$ cat src/rtl/ssp_pkg.sv
package ssp_pkg;
  localparam int BUS_W   = 32;
  localparam int FRAME_W = 16;

  // register byte offsets
  localparam int OFS_CTLA = 'h00;
  localparam int OFS_CTLB = 'h04;
  localparam int OFS_STAT = 'h08;
  localparam int OFS_DATA = 'h10;
  localparam int OFS_TOUT = 'h28;

  // control B bit positions
  localparam int CB_RIE  = 0;
  localparam int CB_TIE  = 1;
  localparam int CB_LOOP = 2;
  localparam int CB_CPOL = 3;
  localparam int CB_CPHA = 4;
  localparam int CB_TOIE = 19;

  // status bit positions
  localparam int ST_TNF = 2;
  localparam int ST_RNE = 3;
  localparam int ST_BSY = 4;
  localparam int ST_TSR = 5;
  localparam int ST_RSR = 6;
  localparam int ST_ROR = 7;
  localparam int ST_RTO = 19;

  typedef struct packed {
    logic        cpol;
    logic        cpha;
    logic        loop;
    logic [3:0]  size_m1;
    logic [11:0] div_m1;
  } line_cfg_t;
endpackage

$ cat src/rtl/ssp_fifo.sv
module ssp_fifo #(
  parameter int W     = 16,
  parameter int DEPTH = 16,
  localparam int AW   = $clog2(DEPTH),
  localparam int CW   = $clog2(DEPTH + 1)
) (
  input  logic          clk,
  input  logic          rst,
  input  logic          clr,
  input  logic          push,
  input  logic [W-1:0]  din,
  input  logic          pop,
  output logic [W-1:0]  dout,
  output logic [CW-1:0] count,
  output logic          full,
  output logic          empty
);
  logic [W-1:0]  mem [DEPTH];
  logic [AW-1:0] wr_ptr, rd_ptr;
  logic          do_push, do_pop;

  function automatic logic [AW-1:0] bump(input logic [AW-1:0] p);
    return (p == AW'(DEPTH - 1)) ? '0 : p + 1'b1;
  endfunction

  assign full    = (count == CW'(DEPTH));
  assign empty   = (count == '0);
  assign do_push = push && !full;
  assign do_pop  = pop && !empty;
  assign dout    = mem[rd_ptr];

  // storage without reset so it maps onto RAM
  always_ff @(posedge clk) begin
    if (do_push) mem[wr_ptr] <= din;
  end

  always_ff @(posedge clk) begin
    if (rst || clr) begin
      wr_ptr <= '0;
      rd_ptr <= '0;
      count  <= '0;
    end else begin
      if (do_push) wr_ptr <= bump(wr_ptr);
      if (do_pop)  rd_ptr <= bump(rd_ptr);
      count <= count + CW'(do_push) - CW'(do_pop);
    end
  end
endmodule

$ cat src/rtl/ssp_shifter.sv
module ssp_shifter
  import ssp_pkg::*;
(
  input  logic               clk,
  input  logic               rst,
  input  logic               en,
  input  line_cfg_t          cfg,
  input  logic               tx_ready,
  input  logic [FRAME_W-1:0] tx_word,
  output logic               tx_take,
  input  logic               rxd,
  output logic               rx_push,
  output logic [FRAME_W-1:0] rx_word,
  output logic               sclk,
  output logic               txd,
  output logic               active
);
  logic [4:0]         n_bits;
  logic [5:0]         last_half, half;
  logic [11:0]        tick;
  logic [FRAME_W-1:0] sreg, rxs, load_word, mask, cap;
  logic               sclk_q, txd_q, in_bit, edge_now, leading;

  assign n_bits    = (cfg.size_m1 < 4'd3) ? 5'd4 : {1'b0, cfg.size_m1} + 5'd1;
  assign last_half = {n_bits, 1'b0} - 6'd1;
  assign load_word = tx_word << (5'd16 - n_bits);
  assign mask      = 16'hFFFF >> (5'd16 - n_bits);
  assign in_bit    = cfg.loop ? txd_q : rxd;
  assign edge_now  = active && (tick == cfg.div_m1);
  assign leading   = !half[0];
  assign tx_take   = en && !active && tx_ready;
  assign rx_push   = edge_now && (half == last_half);
  assign cap       = cfg.cpha ? {rxs[FRAME_W-2:0], in_bit} : rxs;
  assign rx_word   = cap & mask;
  assign sclk      = sclk_q ^ cfg.cpol;
  assign txd       = txd_q;

  always_ff @(posedge clk) begin
    if (rst || !en) begin
      active <= 1'b0;
      half   <= '0;
      tick   <= '0;
      sreg   <= '0;
      rxs    <= '0;
      sclk_q <= 1'b0;
      txd_q  <= 1'b0;
    end else if (!active) begin
      if (tx_ready) begin
        active <= 1'b1;
        half   <= '0;
        tick   <= '0;
        rxs    <= '0;
        if (!cfg.cpha) begin
          txd_q <= load_word[FRAME_W-1];
          sreg  <= load_word << 1;
        end else begin
          sreg  <= load_word;
        end
      end
    end else if (edge_now) begin
      tick   <= '0;
      sclk_q <= !sclk_q;
      if (leading) begin
        if (cfg.cpha) begin
          txd_q <= sreg[FRAME_W-1];
          sreg  <= sreg << 1;
        end else begin
          rxs <= {rxs[FRAME_W-2:0], in_bit};
        end
      end else begin
        if (cfg.cpha) begin
          rxs <= {rxs[FRAME_W-2:0], in_bit};
        end else if (half != last_half) begin
          txd_q <= sreg[FRAME_W-1];
          sreg  <= sreg << 1;
        end
      end
      if (half == last_half) active <= 1'b0;
      else                   half   <= half + 6'd1;
    end else begin
      tick <= tick + 12'd1;
    end
  end
endmodule

$ cat src/rtl/ssp_idle_timer.sv
module ssp_idle_timer #(
  parameter int W = 16
) (
  input  logic         clk,
  input  logic         rst,
  input  logic [W-1:0] limit,
  input  logic         watch,
  input  logic         activity,
  output logic         fire
);
  logic [W-1:0] cnt;

  assign fire = watch && !activity && (limit != '0) && (cnt == limit - 1'b1);

  always_ff @(posedge clk) begin
    if (rst || limit == '0 || !watch || activity) cnt <= '0;
    else if (cnt != limit)                         cnt <= cnt + 1'b1;
  end
endmodule

$ cat src/rtl/ssp_port.sv
module ssp_port
  import ssp_pkg::*;
#(
  parameter int ADDR_W     = 8,
  parameter int FIFO_DEPTH = 16,
  parameter int TO_W       = 16
) (
  input  logic              clk,
  input  logic              rst,
  input  logic [ADDR_W-1:0] addr,
  input  logic              wr_en,
  input  logic              rd_en,
  input  logic [BUS_W-1:0]  wdata,
  output logic [BUS_W-1:0]  rdata,
  output logic              sclk,
  output logic              txd,
  input  logic              rxd,
  output logic              irq
);
  localparam int CW = $clog2(FIFO_DEPTH + 1);
  localparam logic [ADDR_W-1:0] A_CTLA = ADDR_W'(OFS_CTLA);
  localparam logic [ADDR_W-1:0] A_CTLB = ADDR_W'(OFS_CTLB);
  localparam logic [ADDR_W-1:0] A_STAT = ADDR_W'(OFS_STAT);
  localparam logic [ADDR_W-1:0] A_DATA = ADDR_W'(OFS_DATA);
  localparam logic [ADDR_W-1:0] A_TOUT = ADDR_W'(OFS_TOUT);

  logic [3:0]  size_m1_q;
  logic [1:0]  fmt_q;
  logic        en;
  logic [11:0] div_q;
  logic        rie_q, tie_q, loop_q, cpol, cpha_q, toie_q;
  logic [3:0]  txthr_q, rxthr_q;
  logic [TO_W-1:0] to_lim;
  logic        ovr_q, tof_q;

  logic sel_ctla, sel_ctlb, sel_stat, sel_data, sel_tout;
  logic stat_wr, tx_push, rx_pop, tx_take, rx_push, active, busy;
  logic tx_full, tx_empty, rx_full, rx_empty, tx_svc, rx_svc, to_fire;
  logic [CW-1:0]      tx_cnt, rx_cnt;
  logic [FRAME_W-1:0] tx_dout, rx_dout, rx_word;
  logic [BUS_W-1:0]   stat, ctla_rd, ctlb_rd;
  line_cfg_t          cfg;
  logic               unused_bits;

  assign unused_bits = ^wdata[BUS_W-1:20];

  assign sel_ctla = (addr == A_CTLA);
  assign sel_ctlb = (addr == A_CTLB);
  assign sel_stat = (addr == A_STAT);
  assign sel_data = (addr == A_DATA);
  assign sel_tout = (addr == A_TOUT);
  assign stat_wr  = wr_en && sel_stat;
  assign tx_push  = wr_en && sel_data && en;
  assign rx_pop   = rd_en && sel_data;

  always_ff @(posedge clk) begin
    if (rst) begin
      size_m1_q <= '0; fmt_q <= '0; en <= 1'b0; div_q <= '0;
      rie_q <= 1'b0; tie_q <= 1'b0; loop_q <= 1'b0;
      cpol <= 1'b0; cpha_q <= 1'b0; toie_q <= 1'b0;
      txthr_q <= '0; rxthr_q <= '0; to_lim <= '0;
    end else if (wr_en) begin
      if (sel_ctla) begin
        size_m1_q <= wdata[3:0];
        fmt_q     <= wdata[5:4];
        en        <= wdata[7];
        div_q     <= wdata[19:8];
      end
      if (sel_ctlb) begin
        rie_q   <= wdata[CB_RIE];
        tie_q   <= wdata[CB_TIE];
        loop_q  <= wdata[CB_LOOP];
        cpol    <= wdata[CB_CPOL];
        cpha_q  <= wdata[CB_CPHA];
        txthr_q <= wdata[9:6];
        rxthr_q <= wdata[13:10];
        toie_q  <= wdata[CB_TOIE];
      end
      if (sel_tout) to_lim <= wdata[TO_W-1:0];
    end
  end

  assign cfg = '{cpol: cpol, cpha: cpha_q, loop: loop_q,
                 size_m1: size_m1_q, div_m1: div_q};

  ssp_fifo #(.W(FRAME_W), .DEPTH(FIFO_DEPTH)) u_txq (
    .clk(clk), .rst(rst), .clr(!en), .push(tx_push), .din(wdata[FRAME_W-1:0]),
    .pop(tx_take), .dout(tx_dout), .count(tx_cnt), .full(tx_full), .empty(tx_empty)
  );

  ssp_fifo #(.W(FRAME_W), .DEPTH(FIFO_DEPTH)) u_rxq (
    .clk(clk), .rst(rst), .clr(!en), .push(rx_push), .din(rx_word),
    .pop(rx_pop), .dout(rx_dout), .count(rx_cnt), .full(rx_full), .empty(rx_empty)
  );

  ssp_shifter u_shift (
    .clk(clk), .rst(rst), .en(en), .cfg(cfg), .tx_ready(!tx_empty),
    .tx_word(tx_dout), .tx_take(tx_take), .rxd(rxd), .rx_push(rx_push),
    .rx_word(rx_word), .sclk(sclk), .txd(txd), .active(active)
  );

  ssp_idle_timer #(.W(TO_W)) u_idle (
    .clk(clk), .rst(rst), .limit(to_lim), .watch(!rx_empty),
    .activity(rx_push || rx_pop), .fire(to_fire)
  );

  assign busy   = active || (en && !tx_empty);
  assign tx_svc = (tx_cnt <= CW'(txthr_q) + CW'(1));
  assign rx_svc = (rx_cnt >= CW'(rxthr_q) + CW'(1));

  always_ff @(posedge clk) begin
    if (rst) begin
      ovr_q <= 1'b0;
      tof_q <= 1'b0;
    end else begin
      if (rx_push && rx_full)             ovr_q <= 1'b1;
      else if (stat_wr && wdata[ST_ROR])  ovr_q <= 1'b0;
      if (to_fire)                        tof_q <= 1'b1;
      else if (stat_wr && wdata[ST_RTO])  tof_q <= 1'b0;
    end
  end

  always_comb begin
    stat         = '0;
    stat[ST_TNF] = !tx_full;
    stat[ST_RNE] = !rx_empty;
    stat[ST_BSY] = busy;
    stat[ST_TSR] = tx_svc;
    stat[ST_RSR] = rx_svc;
    stat[ST_ROR] = ovr_q;
    stat[ST_RTO] = tof_q;
  end

  assign ctla_rd = {12'b0, div_q, en, 1'b0, fmt_q, size_m1_q};
  assign ctlb_rd = {12'b0, toie_q, 5'b0, rxthr_q, txthr_q, 1'b0,
                    cpha_q, cpol, loop_q, tie_q, rie_q};

  always_ff @(posedge clk) begin
    if (rst) begin
      rdata <= '0;
      irq   <= 1'b0;
    end else begin
      irq <= (rie_q && rx_svc) || (tie_q && tx_svc) || (toie_q && tof_q);
      if (rd_en) begin
        unique case (1'b1)
          sel_ctla: rdata <= ctla_rd;
          sel_ctlb: rdata <= ctlb_rd;
          sel_stat: rdata <= stat;
          sel_data: rdata <= BUS_W'(rx_dout);
          sel_tout: rdata <= BUS_W'(to_lim);
          default:  rdata <= '0;
        endcase
      end
    end
  end
endmodule

$ cat config.mk
export PLATFORM = sky130hd
export DESIGN_NAME = ssp_port
export DESIGN_NICKNAME = d
export VERILOG_FILES = /design/src/rtl/ssp_pkg.sv /design/src/rtl/ssp_fifo.sv /design/src/rtl/ssp_shifter.sv /design/src/rtl/ssp_idle_timer.sv /design/src/rtl/ssp_port.sv
export SDC_FILE = /design/constraint.sdc
export NUM_CORES = 1
export LEC_CHECK = 0
export BUFFER_PORTS_ARGS = -buffer_cell sky130_fd_sc_hd__buf_2
export CORE_ASPECT_RATIO = 1.4
export CORE_UTILIZATION = 58
export CTS_BUF_LIST = sky130_fd_sc_hd__clkbuf_2
export DETAILED_ROUTE_END_ITERATION = 12
export PLACE_DENSITY = 0.81
export SLEW_MARGIN = 20
export SYNTH_ARGS = -nofsm -noshare
export SYNTH_HDL_FRONTEND = slang
export SYNTH_HIERARCHICAL = 1
export SYNTH_SLANG_ARGS = --single-unit
$ cat constraint.sdc
create_clock -name clk -period 5.5 [get_ports clk]
set_clock_uncertainty 0.2 [all_clocks]
set_input_delay 1.65 -clock clk [delete_from_list [all_inputs] [get_ports clk]]
set_output_delay 1.65 -clock clk [all_outputs]
set_load 0.05 [all_outputs]
==> impl_metrics.json <==
{
  "outcome": "complete, no violations",
  "port_buffers": 55,
  "synth_area_leader_cell": "edfxtp_1",
  "clockRootBuffer": "clkbuf_2",
  "cts.sinks": 687,
  "power_density_nw_per_um2": 271,
  "hp-class": "reg -> reg",
  "cp_cell_sequence": "ha_1, or3_1, nand2_1, ha_2, nor2_1, a311oi_2, xor2_1, or4_1, nor4_1, buf_4, nand2_1, ha_1, inv_1, ha_1, fa_1, a21oi_1, nor2_1, or3_1, a21oi_1",
  "synth_flop_cell": "edfxtp_1",
  "cts-buffers-inserted": 154,
  "grt_pass1_wl_um": 110000,
  "final_cell_mix": "edfxtp_1, clkbuf_2, nand2_1, dfxtp_1",
  "postSynth.asyncResetShare": 0,
  "cts_resized": 0,
  "ant_nets": 0,
  "yosysWarnings": 6,
  "clock_latency_ns": 1.17,
  "nFillCells": 3636,
  "post_cts_buffers": 0,
  "crit_path_frequent_cell": "ha_1",
  "reg2reg_slack_ns": 0.37,
  "grt_remaining_overflow": 0,
  "clock.fmax_mhz": 195,
  "routed_wl_um": 72200,
  "rsz0062_at_grt": "no",
  "grt_pass1_vias": 19400,
  "grt_antenna_before_repair": 4,
  "synth_area_um2": 30000,
  "hold_viol_final": 0,
  "rows": 98,
  "cts_tree": "yes",
  "synth_area_per_cell_um2": 14.4,
  "boundaryPins": 80,
  "cp_max_fo": 8,
  "slowest_delay_ns": 0.60,
  "vias": 19200,
  "holdBufCountCts": 0,
  "max_slew.worst_pin.slew_ns": 1.11,
  "die_w_um": 194,
  "cts.clk_slew.worst_paths_ns": 0.11,
  "ys_ff_latch": 687,
  "avgRoutedWirePerCell_um": 23.9,
  "drv_slew": 0,
  "dpl.hpwl_um": 47900,
  "layout_commonest_cell": "edfxtp_1",
  "tns_ns": 0,
  "drt_iter0_drc": 1767,
  "relSlewSlack": 0.261,
  "worstSetupStartpointType": "flop",
  "core_area_um2": 51100,
  "worstPathArrival_ns": 5.98,
  "synthTopCellsByArea": "edfxtp_1, dfxtp_1, mux4_2, nand2_1, a22oi_1",
  "setup-violations-final": 0,
  "fp.dieH_um": 271,
  "cp_slowest_cell": "or4_1",
  "viasPerCell": 6.34,
  "gp_congestion": 0.929,
  "end_kind": "flop",
  "drive_gt1_frac": 0.229,
  "p_leak_nw": 10.4,
  "peakVddDrop_v": 0.000237,
  "drc": 0,
  "finalCritPeriodShare": 0.933,
  "clock_path_buffers": 3,
  "synth_edf_count": 512,
  "worstPathRequired_ns": 6.35,
  "yosysUniqueCellTypes": 90,
  "cts_max_level": 4,
  "ys_seq_area_frac": 0.629,
  "timing.final.crit_period_ns": 5.13,
  "synthCells": 2085,
  "initial_core_util": 0.587,
  "whs_ns": 0.271,
  "drv_cap": 0,
  "crit_type": "reg -> reg",
  "track_usage": 0.276,
  "grt_max_degree": 42,
  "die_area_um2": 52700,
  "area_delta_synth_final_pct": 7.79,
  "nNetsFinal": 2340,
  "dr.pass1.iters": 6,
  "yosysTopAreaCellShare": 0.512
}
-- cells by family after synthesis --
kind of cell / synth area share
other cells: 0.000125
mux: 0.130
compound gates: 0.0769
buf+inv: 0.0315
xor+xnor: 0.0198
flops: 0.629
fa+ha+maj: 0.0193
simple gates: 0.0929
-- synth_stat cells (8+ instances only) --
cell      count
a211oi_1     19
a21oi_1     120
a221o_1      10
a22oi_1      86
a31oi_1       9
and2_1       33
and3_1       26
buf_2        22
buf_4        25
buf_6        14
clkbuf_1     46
dfxtp_1     175
edfxtp_1    512
ha_1         43
inv_1        54
mux2_2       17
mux2i_1      41
mux4_1       20
mux4_2      123
nand2_1     183
nand3_1      44
nand4_1      18
nand4b_1      8
nor2_1      125
nor2b_1       9
nor3_1       22
nor4_1       10
o21ai_0      34
o21ai_1      11
or3_1        17
xnor2_1      27
xor2_1       41
-- registers in the layout, indices dropped and copies added (netlist names), 2 cells and up, named ones only --
signal / flops
size_m1_q: 4
u_shift/rxs: 16
to_lim: 16
u_rxq/count: 5
fmt_q: 2
u_idle/cnt: 16
div_q: 12
rxthr_q: 4
u_txq/mem: 256
txthr_q: 4
u_txq/rd_ptr: 4
u_rxq/rd_ptr: 4
u_shift/half: 6
rdata: 20
u_txq/count: 5
u_rxq/mem: 256
u_shift/tick: 12
u_shift/sreg: 16
u_txq/wr_ptr: 4
u_rxq/wr_ptr: 4
-- where the power goes --
| group | total, mW | leakage, nW | internal, mW | switching [mW] |
|---|---|---|---|---|
| Clock | 3.11 | 1.07 | 1.15 | 1.96 |
| Combinational | 0.123 | 3.77 | 0.0214 | 0.101 |
| Sequential | 5.52 | 5.55 | 5.52 | 0.00230 |
-- path summary, 6_finish.rpt --
kind	start	to	cells after the start
hold reg to reg	fmt_q[0]$_SDFFE_PP0P_	fmt_q[0]$_SDFFE_PP0P_	2
setup / recovery	size_m1_q[0]$_SDFFE_PP0P_	u_rxq/count[4]$_SDFF_PP0_	19
hold / removal	fmt_q[0]$_SDFFE_PP0P_	fmt_q[0]$_SDFFE_PP0P_	2
setup reg to reg	size_m1_q[0]$_SDFFE_PP0P_	u_rxq/count[4]$_SDFF_PP0_	19
-- metrics by stage --
stage | std cells | area, um^2 | utilization | power [mW] | setup WS [ns]
final | 3026 | 32300 | 0.633 | 8.76 | 0.371
after global routing | 3025 | 32300 | 0.633 | 9.07 | 0.0680
after CTS | 3021 | 32300 | 0.632 | 8.84 | 0.323
after detailed placement | 2743 | 30900 | 0.605 | 5.76 | 0.378
after global placement | 2743 | 30900 | 0.605 | 5.75 | 0.508
after floorplan | 2096 | 30100 | - | 5.70 | 0.0421
-- layer usage --
metal | global-route usage | routed length [um]
met1 | 0.313 | 25200
met3 | 0.0537 | 5890
met5 | 0 | 0
met4 | 0.173 | 4150
met2 | 0.482 | 37000
-- cell type report --
| cell class | instances | area (um^2) | share of cell area |
|---|---|---|---|
| repair buffers | 120 | 792 | 0.0245 |
| clock inverters | 54 | 264 | 0.00816 |
| diodes | 4 | 10.0 | 0.000309 |
| inverters | 56 | 210 | 0.00650 |
| multi-input cells | 1231 | 10200 | 0.317 |
| clock buffers | 224 | 1120 | 0.0347 |
| well taps | 650 | 813 | 0.0251 |
| flip-flops and latches | 687 | 18900 | 0.584 |
-- critical path, delay by kind of cell (launching register included) --
| kind | cells | cell delay [ns] |
|---|---|---|
| and+or+nand+nor | 8 | 2.02 |
| buffers and inverters | 2 | 0.29 |
| adders and majority gates | 5 | 1.48 |
| DFF | 1 | 0.33 |
| xor gates and xnor gates | 1 | 0.11 |
| AOI/OAI and AO/OA | 3 | 0.61 |
Note: power is estimated with default switching activity, not from simulation.
